$ cat src/rtl/vram_arb_pkg.sv
package vram_arb_pkg;

  // who drives the RAM bus in the current pixel slot
  typedef enum logic [1:0] {
    OWN_NONE = 2'd0,
    OWN_DISP = 2'd1,
    OWN_CPU  = 2'd2
  } bus_owner_e;

  // position of the most significant pixel in a word
  function automatic int top_lsb(input int dw, input int pw);
    return dw - pw;
  endfunction

endpackage

$ cat src/rtl/vram_phase_gen.sv
module vram_phase_gen #(
  parameter int SLOTS    = 4,
  parameter int WR_PHASE = 2,
  localparam int PHW     = $clog2(SLOTS)
) (
  input  logic           clk,
  input  logic           rst,
  output logic [PHW-1:0] phase_o,
  output logic           cpu_clk_o,
  output logic           disp_slot_o,
  output logic           wr_slot_o,
  output logic           last_slot_o
);

  logic [PHW-1:0] ph_q;

  always_ff @(posedge clk) begin
    if (rst) ph_q <= '0;
    else     ph_q <= ph_q + PHW'(1);
  end

  assign phase_o     = ph_q;
  assign disp_slot_o = (ph_q == '0);
  assign cpu_clk_o   = (ph_q != '0);
  assign wr_slot_o   = (ph_q == PHW'(WR_PHASE));
  assign last_slot_o = (ph_q == PHW'(SLOTS - 1));

  // counter steps by one each pixel clock, wrapping modulo SLOTS
  a_r2_phase_step: assert property (@(posedge clk) disable iff (rst)
    !rst |=> ph_q == $past(ph_q) + PHW'(1));

endmodule

$ cat src/rtl/vram_slot_mux.sv
module vram_slot_mux
  import vram_arb_pkg::*;
#(
  parameter int AW = 8,
  parameter int DW = 16
) (
  input  logic          clk,
  input  logic          rst,
  input  logic          disp_slot_i,
  input  logic          wr_slot_i,
  input  logic          last_slot_i,
  input  logic          disp_active_i,
  input  logic [AW-1:0] disp_addr_i,
  input  logic          cpu_sel_i,
  input  logic          cpu_we_i,
  input  logic [AW-1:0] cpu_addr_i,
  input  logic [DW-1:0] cpu_wdata_i,
  output logic [DW-1:0] cpu_rdata_o,
  input  logic [DW-1:0] ram_rdata_i,
  output logic          ram_cs_o,
  output logic [AW-1:0] ram_addr_o,
  output logic          ram_we_o,
  output logic [DW-1:0] ram_wdata_o,
  output logic          fetch_o
);

  bus_owner_e     owner;
  logic [DW-1:0]  rdata_q;

  always_comb begin
    if (disp_slot_i)
      owner = disp_active_i ? OWN_DISP : OWN_NONE;
    else
      owner = cpu_sel_i ? OWN_CPU : OWN_NONE;
  end

  always_comb begin
    ram_cs_o    = 1'b0;
    ram_addr_o  = '0;
    ram_we_o    = 1'b0;
    ram_wdata_o = '0;
    unique case (owner)
      OWN_DISP: begin
        ram_cs_o   = 1'b1;
        ram_addr_o = disp_addr_i;
      end
      OWN_CPU: begin
        ram_cs_o   = 1'b1;
        ram_addr_o = cpu_addr_i;
        if (cpu_we_i) begin
          ram_wdata_o = cpu_wdata_i;
          ram_we_o    = wr_slot_i;
        end
      end
      default: ;
    endcase
  end

  assign fetch_o = (owner == OWN_DISP);

  always_ff @(posedge clk) begin
    if (rst)
      rdata_q <= '0;
    else if (last_slot_i && cpu_sel_i && !cpu_we_i)
      rdata_q <= ram_rdata_i;
  end

  assign cpu_rdata_o = rdata_q;

  // the write strobe lasts a single pixel clock per processor cycle
  a_r6_we_single: assert property (@(posedge clk) disable iff (rst)
    ram_we_o |=> !ram_we_o);

  // no write strobe while the display holds the bus
  a_r3_disp_no_we: assert property (@(posedge clk) disable iff (rst)
    disp_slot_i |-> !ram_we_o);

  // processor slots with no select leave the bus idle
  a_r9_release: assert property (@(posedge clk) disable iff (rst)
    (!disp_slot_i && !cpu_sel_i) |-> (!ram_cs_o && ram_addr_o == '0));

endmodule

$ cat src/rtl/vram_pix_shifter.sv
module vram_pix_shifter
  import vram_arb_pkg::*;
#(
  parameter int DW = 16,
  parameter int PW = 4
) (
  input  logic          clk,
  input  logic          rst,
  input  logic          load_i,
  input  logic          fetch_i,
  input  logic [DW-1:0] word_i,
  output logic [PW-1:0] pix_o,
  output logic          vld_o
);

  localparam int TOP = top_lsb(DW, PW);

  logic [DW-1:0] sh_q;
  logic          vld_q;

  always_ff @(posedge clk) begin
    if (rst) begin
      sh_q  <= '0;
      vld_q <= 1'b0;
    end else if (load_i) begin
      sh_q  <= fetch_i ? word_i : '0;
      vld_q <= fetch_i;
    end else begin
      sh_q  <= {sh_q[DW-PW-1:0], {PW{1'b0}}};
    end
  end

  assign pix_o = vld_q ? sh_q[TOP +: PW] : '0;
  assign vld_o = vld_q;

  // the first pixel after a fetch is the top nibble of the fetched word
  a_r4_msb_first: assert property (@(posedge clk) disable iff (rst)
    (load_i && fetch_i) |=> pix_o == $past(word_i[TOP +: PW]));

  // a blanked slot yields a zero pixel
  a_r8_blank_zero: assert property (@(posedge clk) disable iff (rst)
    (load_i && !fetch_i) |=> (pix_o == '0 && !vld_o));

endmodule

$ cat src/rtl/vram_phase_arbiter.sv
module vram_phase_arbiter #(
  parameter int AW       = 8,
  parameter int DW       = 16,
  parameter int PW       = 4,
  parameter int WR_PHASE = 2,
  localparam int SLOTS   = DW / PW,
  localparam int PHW     = $clog2(SLOTS)
) (
  input  logic          clk,
  input  logic          rst,
  input  logic          disp_active,
  input  logic [AW-1:0] disp_addr,
  input  logic          cpu_sel,
  input  logic          cpu_we,
  input  logic [AW-1:0] cpu_addr,
  input  logic [DW-1:0] cpu_wdata,
  output logic [DW-1:0] cpu_rdata,
  output logic          cpu_clk,
  output logic          ram_cs,
  output logic [AW-1:0] ram_addr,
  output logic          ram_we,
  output logic [DW-1:0] ram_wdata,
  input  logic [DW-1:0] ram_rdata,
  output logic [PW-1:0] pix_out,
  output logic          pix_valid
);

  logic [PHW-1:0] phase;
  logic           disp_slot;
  logic           wr_slot;
  logic           last_slot;
  logic           fetch;

  vram_phase_gen #(.SLOTS(SLOTS), .WR_PHASE(WR_PHASE)) u_phase (
    .clk         (clk),
    .rst         (rst),
    .phase_o     (phase),
    .cpu_clk_o   (cpu_clk),
    .disp_slot_o (disp_slot),
    .wr_slot_o   (wr_slot),
    .last_slot_o (last_slot)
  );

  vram_slot_mux #(.AW(AW), .DW(DW)) u_mux (
    .clk           (clk),
    .rst           (rst),
    .disp_slot_i   (disp_slot),
    .wr_slot_i     (wr_slot),
    .last_slot_i   (last_slot),
    .disp_active_i (disp_active),
    .disp_addr_i   (disp_addr),
    .cpu_sel_i     (cpu_sel),
    .cpu_we_i      (cpu_we),
    .cpu_addr_i    (cpu_addr),
    .cpu_wdata_i   (cpu_wdata),
    .cpu_rdata_o   (cpu_rdata),
    .ram_rdata_i   (ram_rdata),
    .ram_cs_o      (ram_cs),
    .ram_addr_o    (ram_addr),
    .ram_we_o      (ram_we),
    .ram_wdata_o   (ram_wdata),
    .fetch_o       (fetch)
  );

  vram_pix_shifter #(.DW(DW), .PW(PW)) u_shift (
    .clk     (clk),
    .rst     (rst),
    .load_i  (disp_slot),
    .fetch_i (fetch),
    .word_i  (ram_rdata),
    .pix_o   (pix_out),
    .vld_o   (pix_valid)
  );

  // a write strobe only ever appears while the processor clock is high
  a_r6_we_cpu_half: assert property (@(posedge clk) disable iff (rst)
    ram_we |-> cpu_clk);

  // the handover slot right after the display slot carries no write
  a_r6_no_we_handover: assert property (@(posedge clk) disable iff (rst)
    (phase == PHW'(0)) |=> !ram_we);

  // a visible fetch keeps the pixel valid flag up for the next word
  a_r10_valid_hold: assert property (@(posedge clk) disable iff (rst)
    (disp_slot && fetch) |=> pix_valid);

endmodule

$ cat config.mk
export PLATFORM = sky130hd
export DESIGN_NAME = vram_phase_arbiter
export DESIGN_NICKNAME = d
export VERILOG_FILES = /design/src/rtl/vram_arb_pkg.sv /design/src/rtl/vram_phase_gen.sv /design/src/rtl/vram_slot_mux.sv /design/src/rtl/vram_pix_shifter.sv /design/src/rtl/vram_phase_arbiter.sv
export SDC_FILE = /design/constraint.sdc
export NUM_CORES = 1
export LEC_CHECK = 0
export ABC_AREA = 1
export ABC_CLOCK_PERIOD_IN_PS = 1500
export BUFFER_PORTS_ARGS = -buffer_cell sky130_fd_sc_hd__buf_2
export CELL_PAD_IN_SITES_DETAIL_PLACEMENT = 0
export CELL_PAD_IN_SITES_GLOBAL_PLACEMENT = 1
export CORE_AREA = 4 4 83 85
export DETAILED_ROUTE_END_ITERATION = 10
export DIE_AREA = 0 0 87 89
export GPL_TIMING_DRIVEN = 1
export PLACE_DENSITY_LB_ADDON = 0.1
export RECOVER_POWER = 50
export SLEW_MARGIN = 30
export SYNTH_ARGS = -nofsm -noshare
export SYNTH_HDL_FRONTEND = slang
export SYNTH_SLANG_ARGS = --single-unit
$ cat constraint.sdc
create_clock -name clk -period 1.5 [get_ports clk]
set_input_delay 0.15 -clock clk [delete_from_list [all_inputs] [get_ports clk]]
set_output_delay 0.15 -clock clk [all_outputs]
set_load 0.05 [all_outputs]
=== After elaboration in Yosys (flattened, before gate mapping) ===
Index checks and enable logic that the tools add are counted.

* Latch bits: 0
* Bits in writable memories: 0
* Input bits: 53
* Output and inout port bits: 48
* Bits in read-only memories: 0
* Memories: 0
* Register bits after elaboration: 35
* Word-level logic and storage cells: 31

* Reduce and logical (&&, ||, !) cells: 7
* Muxes and demuxes: 12
* Add/sub/neg operators: 1
* Magnitude comparators: 0
* Bitwise operators: 2
* Eq/ne operators: 4
* Shifts and indexed selects: 0
* Div/mod/pow operators: 0
* $mul: 0

{| class="wikitable"
|+ Operator list
! kind !! number
|-
| 2-to-1 mux 16 bit || 4
|-
| case mux 8 bit (2 select lines) || 1
|-
| equality test 2 bit, second input constant || 3
|-
| 2-to-1 mux 1 bit || 4
|-
| 2-to-1 mux 2 bit || 2
|-
| 2-to-1 mux 4 bit || 1
|-
| OR reduction 3 bit || 1
|-
| adder 2 x 1 -> 2 bit, second input constant || 1
|-
| equality test 2 x 1 -> 1 bit, second input constant || 1
|-
| logical AND 1 bit || 2
|-
| zero test 2 bit || 1
|-
| inverter 1 bit || 2
|-
| nonzero test 2 bit || 1
|-
| OR reduction 2 bit || 1
|-
| zero test 1 bit || 1
|}

=== Depth between registers and ports, before layout ===
* Depth in word-level cells: 5
* Depth in mapped cells: 7
* Depth with buffers taken out: 7

=== By module ===
From an unflattened synthesis, not the netlist that was laid out.

* Cells, all modules: 260
* Area, all modules: 1776.7 um^2

{| class="wikitable"
|+ By module, submodules not included
! module !! area an instance (um^2) !! cells each !! seq. area each (um^2) !! times used
|-
| vram_slot_mux || 1036.0 || 170 || 320.3 || 1
|-
| vram_pix_shifter || 625.6 || 78 || 340.3 || 1
|-
| vram_phase_gen || 115.1 || 12 || 40.0 || 1
|}

=== Worst setup path before layout ===
No wires, ideal clock.

* Kind: register to output
* From: register u_phase.ph_q[0] (netlist: u_phase.phase_o[0])
* To: output ram_wdata[10]
* Cell stages (with the launch flop): 7
* Setup slack: -0.640 ns
* Arrival: 1.990 ns
* Buffers on the path: 1
* Required time: 1.350 ns
* Cells stage by stage: dfxtp_1 inv_1 ha_1 inv_1 nand2_2 buf_2 nor2_1

* Cells in the longest elaborated chain, start to end: 4

{| class="wikitable"
|+ Ends and longest elaborated chain
! item !! line !! source
|-
| start: declaration || vram_phase_gen.sv:15 || <nowiki>logic [PHW-1:0] ph_q;</nowiki>
|-
| start signal: assignment || vram_phase_gen.sv:19 || <nowiki>else ph_q <= ph_q + PHW'(1);</nowiki>
|-
| zero test 2 bit || vram_phase_gen.sv:23 || <nowiki>assign disp_slot_o = (ph_q == '0);</nowiki>
|-
| 2-to-1 mux 2 bit || vram_slot_mux.sv:31 || <nowiki>if (disp_slot_i)</nowiki>
|-
| equality test 2 bit || vram_slot_mux.sv:42 || <nowiki>unique case (owner)</nowiki>
|-
| 2-to-1 mux 16 bit || vram_slot_mux.sv:42 ||
|-
| end: declaration || vram_phase_arbiter.sv:22 || <nowiki>output logic [DW-1:0] ram_wdata,</nowiki>
|}

Every way passes these cells.

=== Worst setup path after layout ===
* From: register u_phase.ph_q[0] (netlist: u_phase.phase_o[0])
* To: output ram_wdata[15]

Same word-level chain as after synthesis.

==> results list <==
* X dimension of the die: 87 um
* Worst setup path category: flip-flop to output port
* Clock latency reported for the late side of the worst-skew pair: slightly below 300 ps
* Worst setup slack after layout: -105 ps
- Ratio of cells with drive above 1 in the final layout: between 40% and 50%
* Initial standard-cell utilization of the core: 26.3%
- The count of endpoints failing hold in the final timing report is 0.
- Clk slew on worst S/H paths: 70 ps
- Worst ir drop on vdd: slightly below 0.0005 V
* Total number of vias: 1,826
- Worst hold path endpoint: u_phase.phase_o[1]$_SDFF_PP0_
* Maximum clock path buffer count: 2
- Setup violations remaining at the end of the flow were counted as 26.
- The clock arrives with 7.51 ps of skew.
- Violated checks: setup timing
- Across the run, the number of max-cap violations was 0.
- Gr ovfl total: 0
- The total area inside the core boundary comes to 6200 um2.
- In this run the static leakage power is 1.54 nW.
* Area delta synth->final: 71.6%
- The setup check on the worst reg-to-reg path leaves a slack of ~140 ps.
* Clock buffers created by TritonCTS: 5
* Clock root buffer master: sky130_fd_sc_hd__clkbuf_8
- Required time of the worst setup path: 1350 ps
- Part of the cycle the worst path needs: 107%
- Final Slew Violations: 0
- Entering global routing, the biggest net connects 33 pins.
- Launch point of the worst reg-to-reg path: u_phase.phase_o[0]$_SDFF_PP0_
* Routed length per instance: 10.8 um
- Worst hold slack: ~64 ps
- TritonCTS built the clock tree.
- The floorplan has 29 rows.
* Number of antenna diodes: 0
- Net count, final: 423
* Largest fanout of any net on the critical path: 8
* Floorplan die height: 89 um
- The startpoint identified for the worst hold timing path is rst.
* Reg2Reg Depth: 7
- Number of antenna violations at the first check in global routing: 0
- The worst setup path is launched from a flip-flop.
- Global-route wire length before repair: 7970 um
- The first TritonRoute pass finished after 4 iterations.
- The clock drives 35 sinks.
* Count of cells along the worst hold path: 2
- Gate count after technology mapping: 258
- Synthesis inferred 35 register bits.
- Power density normalized to cell area: around 850 nW/um2
- At the pin with the least slew margin, the transition time is 358 ps.
* PnR Total Power: between 2 and 2.5 mW
- For this block, the initial DRC count from the detailed router was 26.
- Fin crit period: 1610 ps
- Number of remaining DRC errors: 0
- After clock tree synthesis, the flow added hold-fix buffers numbering 0.
- The final layout contains routed wiring with a total length of 4800 um.
* Net Count, Synth: 314
* Hold Crit Class: primary input to flip-flop
- Endpoint arrival time on the critical path: between 1000 and 1500 ps
- Vias in the first global route: 1,843
- Overall Global Routing Usage: 13.0%
* Upper clock frequency limit: 623 MHz
- Synthesis instantiated 12 different standard cells from the library.
- Hpwl dp: 3470 um
* Critical Path End Type: output port
* IO Port Bufs: 100
- In the routed layout, each cell is associated on average with a via count of 4.10.
- The run finished, with violations left.
* Combined area of all synthesized cells: 1630 um2
* Ys Warns: 0
* Number of antenna-violating nets in the routed design: 0
* I/O pin total: 101
- The clock tree synthesis step divided the H-tree into 2 levels.
- Worst max-slew margin expressed relative to the limit: 76.1%
* Area of the die: 7740 um2
- Seq/Total Area, Yosys: 42.9%
- The endpoint identified for the worst register-to-register timing path is u_mux.cpu_rdata_o[7]$_SDFFE_PP0P_.
- Placer congestion estimate: about 0.68
* Mapped Avg Cell Area: roughly 6.3 um2
- Unrepaired setup endpoints after global routing: yes
## power by group
part | internal, mW | leakage, nW | switching [mW]
Sequential | 0.967 | 0.285 | 0.0154
Combinational | 0.274 | 1.21 | 0.461
Clock | 0.324 | 0.0412 | 0.346
Total | 1.57 | 1.54 | 0.823
## worst max-delay path, cell delays in order (launching register included)
cell,delay [ps]
sky130_fd_sc_hd__dfxtp_2,330
sky130_fd_sc_hd__inv_2,50
sky130_fd_sc_hd__ha_4,160
sky130_fd_sc_hd__clkinvlp_4,80
sky130_fd_sc_hd__nand2_4,100
sky130_fd_sc_hd__buf_16,180
sky130_fd_sc_hd__nor2_4,110
sky130_fd_sc_hd__buf_8,150
## final cells by class
cell class / instances / area [um2]
clock inverters: 2 / 12.5
multi-input cells: 179 / 971
repair buffers: 114 / 817
flip-flops and latches: 35 / 703
inverters: 32 / 131
clock buffers: 6 / 72.6
fillers: 668 / 3400
well taps: 77 / 96.3
## cells by family after synthesis
kind of cell	count (synthesis)	synth area share, %
simple gates	176	42.3
fa+ha+maj	3	2.30
flops	35	42.9
buf+inv	44	12.5
## cell usage in the layout, fill, tap and decap left out, drive strengths merged
cell type	synthesis	routed
buf	12	114
inv	32	31
nor2	56	56
clkinv	0	1
clkbuf	0	6
dfxtp	35	35
ha	3	3
nand2	107	107
nand3	13	13
clkinvlp	0	2
## what timing repair did
| action | CTS | global route |
|---|---|---|
| gates cloned | 1 | 0 |
| setup endpoints to repair | 26 | 26 |
| buffers inserted | 5 | 2 |
| hold endpoints to repair | 0 | 0 |
| gates resized for setup | 69 | 2 |
| pin swaps | 2 | 5 |
## cells in the mapped netlist, drive strengths merged
| cell | instances | share of area (%) |
|---|---|---|
| buf | 12 | 5.1 |
| dfxtp | 35 | 43 |
| ha | 3 | 2.3 |
| inv | 32 | 7.4 |
| nand2 | 107 | 25 |
| nand3 | 13 | 4.7 |
| nor2 | 56 | 13 |
## per-stage QoR
step                      std cells  utilization, %  setup WS, ps  setup TNS, ps  instance area [um2]
after CTS                       443            44.8         -98.4          -2120                 2780
final                           445            45.2          -105          -2040                 2800
after global placement          429            38.9          29.1              0                 2410
after global routing            445            45.2          -176          -4440                 2800
after floorplan                 258               -         -25.8           -110                 1840
after detailed placement        429            38.9        -0.258         -0.258                 2410
## worst max path at each step
| stage | from | end | slack [ps] | cells after the start |
|---|---|---|---|---|
| after floorplan | u_phase.phase_o[0]$_SDFF_PP0_ | ram_wdata[10] | -30 | 6 |
| after global placement | u_phase.phase_o[0]$_SDFF_PP0_ | ram_addr[5] | 30 | 7 |
| after detailed placement | u_phase.phase_o[0]$_SDFF_PP0_ | ram_addr[3] | -0.3 | 7 |
| after CTS | u_phase.phase_o[0]$_SDFF_PP0_ | ram_wdata[0] | -100 | 7 |
| after global routing | u_phase.phase_o[0]$_SDFF_PP0_ | ram_wdata[3] | -180 | 7 |
| final | u_phase.phase_o[0]$_SDFF_PP0_ | ram_wdata[15] | -110 | 7 |
## state kept, by name, summed over array words and instances, names as in the netlist
name and cells:
u_mux.cpu_rdata_o 16, u_phase.phase_o 2, u_shift.sh_q 16, u_shift.vld_o 1
## metal layers
metal / global-route usage, % / up-vias / routed length, um / share of wire [%]
met2: 23.5 / 72 / 2200 / 46
li1: - / 968 / - / -
met4: 5.95 / 0 / 86 / 1.8
met5: 0 / - / 0 / 0
met3: 3.87 / 10 / 458 / 9.5
met1: 14.1 / 776 / 2050 / 43
(Power assumes the default switching activity.)
